`src/rtl/phy_irq_pkg.sv`:
```
package phy_irq_pkg;
    localparam int SRC_N     = 8;
    localparam int REG_W     = 2 * SRC_N;
    localparam int ADDR_W    = 5;
    localparam logic [ADDR_W-1:0] INTC_ADDR = 5'h1B;
    localparam logic [ADDR_W-1:0] CTRL_ADDR = 5'h1F;
    localparam int POL_BIT   = 9;
endpackage

```
`src/rtl/irq_status_bank.sv`:
```
module irq_status_bank #(
    parameter int N = 8
) (
    input  logic         clk,
    input  logic         rst_n,
    input  logic [N-1:0] evt_i,
    input  logic         clr_i,
    output logic [N-1:0] st_o
);
    typedef struct packed {
        logic [N-1:0] st;
    } bank_t;

    bank_t s_d, s_q;

    always_comb begin
        s_d = s_q;
        if (clr_i) s_d.st = '0;
        s_d.st = s_d.st | evt_i;
    end

    always_ff @(posedge clk or negedge rst_n) begin
        if (!rst_n) s_q <= '0;
        else        s_q <= s_d;
    end

    assign st_o = s_q.st;

    AST_FLAGS_STICKY: assert property (@(posedge clk) disable iff (!rst_n)
        !clr_i |=> ((st_o & $past(st_o)) == $past(st_o))) else $error("sticky");
    AST_EVENT_CAPTURED: assert property (@(posedge clk) disable iff (!rst_n)
        (evt_i != '0) |=> ((st_o & $past(evt_i)) == $past(evt_i))) else $error("capture");
    AST_CLEAR_EMPTY: assert property (@(posedge clk) disable iff (!rst_n)
        (clr_i && evt_i == '0) |=> (st_o == '0)) else $error("clear");
endmodule

```
`src/rtl/irq_cfg_regs.sv`:
```
module irq_cfg_regs #(
    parameter int N = 8,
    parameter int W = 16
) (
    input  logic         clk,
    input  logic         rst_n,
    input  logic         wr_mask_i,
    input  logic         wr_ctrl_i,
    input  logic [W-1:0] wdata_i,
    output logic [N-1:0] en_o,
    output logic [W-1:0] ctrl_o
);
    localparam int EN_LSB = W - N;

    typedef struct packed {
        logic [N-1:0] en;
        logic [W-1:0] ctrl;
    } cfg_t;

    cfg_t c_d, c_q;

    always_comb begin
        c_d = c_q;
        if (wr_mask_i) c_d.en   = wdata_i[W-1:EN_LSB];
        if (wr_ctrl_i) c_d.ctrl = wdata_i;
    end

    always_ff @(posedge clk or negedge rst_n) begin
        if (!rst_n) c_q <= '0;
        else        c_q <= c_d;
    end

    assign en_o   = c_q.en;
    assign ctrl_o = c_q.ctrl;

    AST_CTRL_HOLD: assert property (@(posedge clk) disable iff (!rst_n)
        !wr_ctrl_i |=> $stable(ctrl_o)) else $error("ctrl hold");
    AST_MASK_HOLD: assert property (@(posedge clk) disable iff (!rst_n)
        !wr_mask_i |=> $stable(en_o)) else $error("mask hold");
endmodule

```
`src/rtl/irq_pin_drv.sv`:
```
module irq_pin_drv #(
    parameter int N = 8
) (
    input  logic [N-1:0] en_i,
    input  logic [N-1:0] st_i,
    input  logic         active_high_i,
    output logic         pin_o
);
    logic pending;

    always_comb begin
        pending = |(en_i & st_i);
        pin_o   = active_high_i ? pending : ~pending;
    end
endmodule

```
`src/rtl/phy_irq_regfile.sv`:
```
module phy_irq_regfile
    import phy_irq_pkg::*;
#(
    parameter int                 N_SRC  = SRC_N,
    parameter int                 W      = REG_W,
    parameter int                 AW     = ADDR_W,
    parameter logic [ADDR_W-1:0]  A_INTC = INTC_ADDR,
    parameter logic [ADDR_W-1:0]  A_CTRL = CTRL_ADDR,
    parameter int                 PBIT   = POL_BIT
) (
    input  logic          clk,
    input  logic          rst_n,
    input  logic          mgmt_req_i,
    input  logic          mgmt_we_i,
    input  logic [AW-1:0] mgmt_addr_i,
    input  logic [W-1:0]  mgmt_wdata_i,
    output logic [W-1:0]  mgmt_rdata_o,
    input  logic [N_SRC-1:0] link_evt_i,
    output logic          irq_pin_o
);
    localparam int PAD_W = W - 2 * N_SRC;

    typedef struct packed {
        logic [W-1:0] rdata;
    } port_t;

    port_t p_d, p_q;

    logic hit_intc, hit_ctrl, rd_intc, wr_intc, wr_ctrl, rd_ctrl;
    logic [N_SRC-1:0] en_w, st_w;
    logic [W-1:0]     ctrl_w;
    logic [W-1:0]     intc_view;

    always_comb begin
        hit_intc  = mgmt_req_i && (mgmt_addr_i == A_INTC);
        hit_ctrl  = mgmt_req_i && (mgmt_addr_i == A_CTRL);
        rd_intc   = hit_intc && !mgmt_we_i;
        wr_intc   = hit_intc &&  mgmt_we_i;
        rd_ctrl   = hit_ctrl && !mgmt_we_i;
        wr_ctrl   = hit_ctrl &&  mgmt_we_i;
    end

    generate
        if (PAD_W > 0) begin : g_pad
            assign intc_view = {{PAD_W{1'b0}}, en_w, st_w};
        end else begin : g_nopad
            assign intc_view = {en_w, st_w};
        end
    endgenerate

    always_comb begin
        p_d = p_q;
        if (mgmt_req_i && !mgmt_we_i) begin
            if (rd_intc)      p_d.rdata = intc_view;
            else if (rd_ctrl) p_d.rdata = ctrl_w;
            else              p_d.rdata = '0;
        end
    end

    always_ff @(posedge clk or negedge rst_n) begin
        if (!rst_n) p_q <= '0;
        else        p_q <= p_d;
    end

    assign mgmt_rdata_o = p_q.rdata;

    irq_status_bank #(.N(N_SRC)) u_bank (
        .clk   (clk),
        .rst_n (rst_n),
        .evt_i (link_evt_i),
        .clr_i (rd_intc),
        .st_o  (st_w)
    );

    irq_cfg_regs #(.N(N_SRC), .W(W)) u_cfg (
        .clk       (clk),
        .rst_n     (rst_n),
        .wr_mask_i (wr_intc),
        .wr_ctrl_i (wr_ctrl),
        .wdata_i   (mgmt_wdata_i),
        .en_o      (en_w),
        .ctrl_o    (ctrl_w)
    );

    irq_pin_drv #(.N(N_SRC)) u_pin (
        .en_i          (en_w),
        .st_i          (st_w),
        .active_high_i (ctrl_w[PBIT]),
        .pin_o         (irq_pin_o)
    );

    AST_PIN_IDLE: assert property (@(posedge clk) disable iff (!rst_n)
        ((en_w & st_w) == '0) |-> (irq_pin_o == !ctrl_w[PBIT])) else $error("pin idle");
    AST_PIN_ACTIVE: assert property (@(posedge clk) disable iff (!rst_n)
        ((en_w & st_w) != '0) |-> (irq_pin_o == ctrl_w[PBIT])) else $error("pin active");
    AST_WRITE_KEEPS_FLAGS: assert property (@(posedge clk) disable iff (!rst_n)
        (wr_intc && link_evt_i == '0) |=> $stable(st_w)) else $error("write flags");
    AST_UNMAPPED_ZERO: assert property (@(posedge clk) disable iff (!rst_n)
        (mgmt_req_i && !mgmt_we_i && !hit_intc && !hit_ctrl) |=> (mgmt_rdata_o == '0)) else $error("unmapped");
endmodule

```
`config.mk`:
```
export PLATFORM = sky130hd
export DESIGN_NAME = phy_irq_regfile
export DESIGN_NICKNAME = d
export VERILOG_FILES = /design/src/rtl/phy_irq_pkg.sv /design/src/rtl/irq_status_bank.sv /design/src/rtl/irq_cfg_regs.sv /design/src/rtl/irq_pin_drv.sv /design/src/rtl/phy_irq_regfile.sv
export SDC_FILE = /design/constraint.sdc
export NUM_CORES = 1
export LEC_CHECK = 0
export ABC_CLOCK_PERIOD_IN_PS = 1300
export BUFFER_PORTS_ARGS = -buffer_cell sky130_fd_sc_hd__buf_4
export CAP_MARGIN = 20
export CELL_PAD_IN_SITES_DETAIL_PLACEMENT = 1
export CELL_PAD_IN_SITES_GLOBAL_PLACEMENT = 2
export CORE_MARGIN = 10
export CORE_UTILIZATION = 34
export DETAILED_ROUTE_END_ITERATION = 8
export PLACE_DENSITY = 0.87
export SLEW_MARGIN = 20
export SYNTH_ARGS = -nofsm -noshare
export SYNTH_HDL_FRONTEND = slang
export SYNTH_SLANG_ARGS = --single-unit
```
`constraint.sdc`:
```
create_clock -name clk -period 1.3 [get_ports clk]
set_input_delay 0.26 -clock clk [delete_from_list [all_inputs] [get_ports clk]]
set_output_delay 0.26 -clock clk [all_outputs]
set_load 0.03 [all_outputs]
```
# Word-level counts from Yosys, hierarchy flattened
# Cells that the tools add are included.
# W data, S select, Z words.
[word_totals] ramBits=0 output_inout_bits=17 wordCells=22 rom_bits=0 memories=0 register_bits=48 latch_bits=0
[classes] addsub=0 multipliers=0 shifts=0 n_lt_le_gt_ge=0 eq_ne=2 bitwise_logic=3 n_reduce_logical=9 div=0 n_mux=4
[op_table] operator="$mux W16" n=2
[op_table] operator="$eq A5 B5 Y1 const B" n=2
[op_table] operator="$and A8 B8 Y8" n=1
[op_table] operator="$mux W8" n=1
[op_table] operator="$or A8 B8 Y8" n=1
[op_table] operator="$reduce_or A8 Y1" n=1
[op_table] operator="$logic_and A1 B1 Y1" n=7
[op_table] operator="$logic_not A1 Y1" n=1
[op_table] operator="$mux W1" n=1
[op_table] operator="$not A1 Y1" n=1

# Depth between registers and ports, before layout
[depth] word_depth=5 ltp_mapped=5

# Hierarchy
# From an unflattened synthesis, not the netlist that was laid out.
[hier_totals] hier_cells=134 hier_area_um2=2062.0
[modules_own_cells] module="irq_cfg_regs" area_per_inst_um2=944.7 cells_per_inst=51 n_inst=1
[modules_own_cells] module="phy_irq_regfile" area_per_inst_um2=803.3 cells_per_inst=60 n_inst=1
[modules_own_cells] module="irq_status_bank" area_per_inst_um2=264.0 cells_per_inst=17 n_inst=1
[modules_own_cells] module="irq_pin_drv" area_per_inst_um2=50.0 cells_per_inst=6 n_inst=1

# Worst setup path after synthesis
# Ideal clock, no wire load.
[synth_path] kind="register to output" start="register u_cfg.c_q, in the netlist u_cfg.en_o[3]" end="output port irq_pin_o" path_slack_ps=-163 path_stages_with_launch=4 n_path_buf=0 arrival_time_ps=1203 path_cell_list="dfrtp_1 > a22oi_1 > nand4_1 > xnor2_1"
[synth_via] elab_chain_len=4
[synth_rtl] element="start, declared" line="irq_cfg_regs.sv:20" rtl="cfg_t c_d, c_q;"
[synth_rtl] element="start signal, assigned" line="irq_cfg_regs.sv:29" rtl="if (!rst_n) c_q <= '0;"
[synth_rtl] element="start signal, assigned" line="irq_cfg_regs.sv:30" rtl="else c_q <= c_d;"
[synth_rtl] element="$and A8 B8 Y8 *" line="irq_pin_drv.sv:12" rtl="pending = |(en_i & st_i);"
[synth_rtl] element="$reduce_or A8 Y1 *" line="irq_pin_drv.sv:12"
[synth_rtl] element="$not A1 Y1" line="irq_pin_drv.sv:13" rtl="pin_o = active_high_i ? pending : ~pending;"
[synth_rtl] element="$mux W1 *" line="irq_pin_drv.sv:13"
[synth_rtl] element="end, declared" line="phy_irq_regfile.sv:19" rtl="output logic irq_pin_o"
# Mark *: on every way between the ends. The rest lies on a longest branch, timed or not.

# Worst setup path after layout
[layout_path] start="register u_bank.s_q, in the netlist u_bank.st_o[3]" end="output port irq_pin_o"
[layout_via] elab_chain_len=4
[layout_rtl] element="start, declared" line="irq_status_bank.sv:14" rtl="bank_t s_d, s_q;"
[layout_rtl] element="start signal, assigned" line="irq_status_bank.sv:23" rtl="if (!rst_n) s_q <= '0;"
[layout_rtl] element="start signal, assigned" line="irq_status_bank.sv:24" rtl="else s_q <= s_d;"
[layout_rtl] element="$and A8 B8 Y8 *" line="irq_pin_drv.sv:12"
[layout_rtl] element="$reduce_or A8 Y1 *" line="irq_pin_drv.sv:12"
[layout_rtl] element="$not A1 Y1" line="irq_pin_drv.sv:13"
[layout_rtl] element="$mux W1 *" line="irq_pin_drv.sv:13"
# Marked as above.

==> metrics.txt <==
# TYPE chip_impl_metric gauge
chip_impl_metric{name="synth_area_per_cell",unit="um2"} 13.3
chip_impl_metric{name="cap_viol_max_count",unit=""} 0
chip_impl_info{name="timing.critical_path.cells",value="a22oi_2 > nand4_1 > xnor2_2 > buf_6"} 1
chip_impl_metric{name="overflow",unit=""} 0
chip_impl_metric{name="setup_viol",unit=""} 1
chip_impl_metric{name="detailed_place.area",unit="um2"} 2660
chip_impl_metric{name="fill_cells",unit=""} 613
chip_impl_metric{name="worst_slew_pin_slew",unit="ns"} 0.270
chip_impl_metric{name="row_count",unit=""} 27
chip_impl_metric{name="fin_crit_sh",unit="%"} 127
chip_impl_metric{name="cp_num_buf_inv",unit=""} 1
chip_impl_metric{name="critPathRequiredTime",unit="ns"} 1.04
chip_impl_metric{name="place_congestion",unit=""} 0.717
chip_impl_metric{name="post_route_cells_drive_above_1_share",unit="%"} 50.4
chip_impl_metric{name="post-route-util",unit="%"} 49.6
chip_impl_metric{name="cp_slowest_stage_delay",unit="ns"} 0.40
chip_impl_metric{name="drt_wirelength",unit="um"} 5210
chip_impl_metric{name="htree_levels",unit=""} 2
chip_impl_info{name="layout_commonest_cell",value="buf_4"} 1
chip_impl_metric{name="max_slew_margin",unit="%"} 82.0
chip_impl_metric{name="ys_types",unit=""} 22
chip_impl_metric{name="wire_length_of_the_first_global_routing_pass",unit="um"} 8690
chip_impl_metric{name="first_global_vias",unit=""} 1630
chip_impl_metric{name="insertion_delay",unit="ns"} 0.30
chip_impl_info{name="layout_common_cells",value="71 x buf_4, 48 x dfrtp_1, 24 x mux2_2, 16 x mux2i_1"} 1
chip_impl_metric{name="seq_total_area_yosys",unit="%"} 60.1
chip_impl_metric{name="min_tclk_post_route",unit="ns"} 1.65
chip_impl_metric{name="data_arrival_time_of_the_worst_path",unit="ns"} 1.39
chip_impl_metric{name="drt-initial-drc-count",unit=""} 36
chip_impl_info{name="failed_checks",value="setup timing"} 1
chip_impl_metric{name="initial_core_utilization",unit="%"} 35.7
chip_impl_metric{name="areaGrowthSynthToFinish",unit="%"} 39.0
chip_impl_info{name="outcome",value="finished, violations left"} 1
chip_impl_metric{name="pin_count_of_the_biggest_net_entering_global_routing",unit=""} 31
chip_impl_metric{name="critical_path_peak_fanout",unit=""} 2
chip_impl_metric{name="synth_seq_cells",unit=""} 48
chip_impl_metric{name="final.setup.worst_slack",unit="ns"} -0.346
chip_impl_metric{name="static-leakage-power",unit="nW"} 1.35
chip_impl_info{name="path_class",value="reg2out"} 1
chip_impl_metric{name="wl_cell",unit="um"} 17.5
chip_impl_metric{name="cts.reportedPaths.clkPinSlew",unit="ns"} 0.09
chip_impl_metric{name="powerDensity",unit="nW/um2"} 1130
chip_impl_metric{name="postSynthNetCount",unit=""} 183
chip_impl_info{name="timing.critical_path.from_type",value="flop"} 1
chip_impl_metric{name="vdd.ir_drop.worst",unit="mV"} 0.493
chip_impl_metric{name="skew",unit="ns"} 0.00376
chip_impl_metric{name="synthesis.instances",unit=""} 150
chip_impl_metric{name="die_width",unit="um"} 96.7
chip_impl_metric{name="ioPinCount",unit=""} 50
chip_impl_info{name="critical-path-slowest-cell",value="dfrtp_1"} 1
chip_impl_metric{name="yosys_warnings",unit=""} 0
chip_impl_metric{name="synth_area",unit="um2"} 2000
chip_impl_metric{name="gr-usage-all-layers",unit="%"} 11.3
chip_impl_metric{name="die_y",unit="um"} 96.7
chip_impl_info{name="worst_setup_path_end_kind",value="output pin"} 1
chip_impl_metric{name="final_design_area_excluding_fillers",unit="um2"} 2780
chip_impl_info{name="synth.area.top_cells",value="dfrtp_1 60%, mux2_2 14%, mux2i_1 8.0%, o21ai_0 3.8%, a21o_1 3.0%"} 1
chip_impl_metric{name="fin_total_pwr",unit="W"} 0.00313
chip_impl_metric{name="routed-via-count",unit=""} 1431
chip_impl_metric{name="post-cts-setup-buffer-count",unit=""} 0
chip_impl_metric{name="drt_first_pass_iters",unit=""} 3
chip_impl_metric{name="final_hold_viol_count",unit=""} 0
chip_impl_info{name="clk_root_buffer_cell",value="clkbuf_8"} 1
chip_impl_metric{name="core_area",unit="um2"} 5610
chip_impl_metric{name="port_buffers",unit=""} 49
chip_impl_metric{name="grt_antenna_before_repair",unit=""} 0
chip_impl_metric{name="cts.sink_count",unit=""} 48
chip_impl_info{name="clock_tree_from_tritoncts",value="yes"} 1
chip_impl_metric{name="final_net_count",unit=""} 258
chip_impl_info{name="rsz0062_at_grt",value="true"} 1
chip_impl_metric{name="die_area",unit="um2"} 9350
chip_impl_info{name="hold_class",value="in2reg"} 1
chip_impl_metric{name="synth_top_area_share",unit="%"} 60.1
chip_impl_info{name="cpLargestDelayFamily",value="flip-flops"} 1
chip_impl_metric{name="drc",unit=""} 0
chip_impl_metric{name="routed_via_density",unit=""} 4.80
chip_impl_metric{name="clock_path_buffers",unit=""} 2
chip_impl_metric{name="antenna_cells",unit=""} 0
chip_impl_metric{name="final-max-slew-violation-count",unit=""} 0
chip_impl_metric{name="cts-buffers-inserted",unit=""} 5
chip_impl_metric{name="hpwl",unit="um"} 4130
chip_impl_metric{name="detail-route-antenna-nets",unit=""} 0
chip_impl_info{name="synthDominantAreaCellType",value="dfrtp_1"} 1
chip_impl_metric{name="maxClockFrequency",unit="MHz"} 608
## cell type report
type,count,area [um2],area share (%)
repair buffers,76,614,22.1
clock inverters,1,7.51,0.270
multi-input cells,94,779,28.1
flip-flops and latches,48,1200,43.2
well taps,72,90.1,3.24
clock buffers,7,86.3,3.11
## where the power goes
group | total (W) | internal, W | leakage (nW) | switching (W)
clock | 0.000912 | 0.000432 | 0.0445 | 0.000480
combinational | 0.000546 | 0.000312 | 0.690 | 0.000234
sequential | 0.00167 | 0.00160 | 0.612 | 0.0000674
total | 0.00313 | 0.00235 | 1.35 | 0.000781
## worst paths after layout
path                                                   from                     endpoint  slack, ns  cells past startpoint
worst min register to register  mgmt_rdata_o[1]$_DFFE_PN0P_  mgmt_rdata_o[1]$_DFFE_PN0P_       0.49                      2
worst max-delay path               u_bank.st_o[3]$_DFF_PN0_                    irq_pin_o      -0.35                      4
min in group asynchronous                             rst_n  u_cfg.ctrl_o[4]$_DFFE_PN0P_       0.38                      2
worst max register to register     u_bank.st_o[4]$_DFF_PN0_  mgmt_rdata_o[4]$_DFFE_PN0P_       0.21                      4
worst min-delay path                          link_evt_i[6]     u_bank.st_o[6]$_DFF_PN0_       0.13                      2
max in group asynchronous                             rst_n  u_cfg.ctrl_o[2]$_DFFE_PN0P_       0.49                      3
## cells in the mapped netlist
| master | count |
|---|---|
| a21o_1 | 8 |
| mux2i_1 | 16 |
| nand3_1 | 1 |
| buf_2 | 2 |
| and4b_1 | 1 |
| a32o_1 | 1 |
| a22oi_1 | 4 |
| buf_4 | 1 |
| nor2_1 | 1 |
| xnor2_1 | 1 |
| mux2_2 | 24 |
| or2b_1 | 1 |
| or4b_4 | 1 |
| buf_6 | 2 |
| nor2_2 | 1 |
| o21ai_0 | 15 |
| clkbuf_1 | 3 |
| nand3b_1 | 1 |
| and4_2 | 1 |
| nand2_1 | 15 |
| nand4_1 | 2 |
| dfrtp_1 | 48 |
## cell families (layout without fill, tap and decap cells)
group                  after synthesis  after routing  synth area share (%)
AO/OA/AOI/OAI                       28             28                  8.76
buffers and inverters                8             84                  2.57
XOR/XNOR                             1              1                 0.438
flip-flops                          48             48                  60.1
multiplexers                        40             40                  21.5
AND/OR/NAND/NOR                     25             25                  6.63
## metrics by stage
stage,setup TNS [ns],setup WS (ns),instances,hold slack [ns]
finish,-0.346,-0.346,298,0.133
global route,-0.422,-0.422,298,0.115
CTS,-0.406,-0.406,298,0.124
detailed placement,-2.83,-0.172,289,0.158
global placement,-2.31,-0.142,289,0.155
floorplan,-0.527,-0.0645,150,-0.0356
## timing repair
action,4_1_cts,5_1_grt
pin swaps,5,2
endpoints found under the setup margin,1,1
hold buffers,1,0
gates resized for setup,4,0
endpoints found under the hold margin,18,0
## sequential cells by signal, indices dropped and copies added, names as in the netlist
signal        flops
u_bank.st_o       8
u_cfg.ctrl_o     16
mgmt_rdata_o     16
u_cfg.en_o        8
## routing by layer
metal	GRT usage, %	part of all wire, %	vias to the layer above
met3	3.19	4.3	4
met4	4.40	1.5	0
met1	14.2	46	714
li1	-	-	683
met2	17.8	49	30
met5	0	0	-
Power figures use the tool's default switching activity.
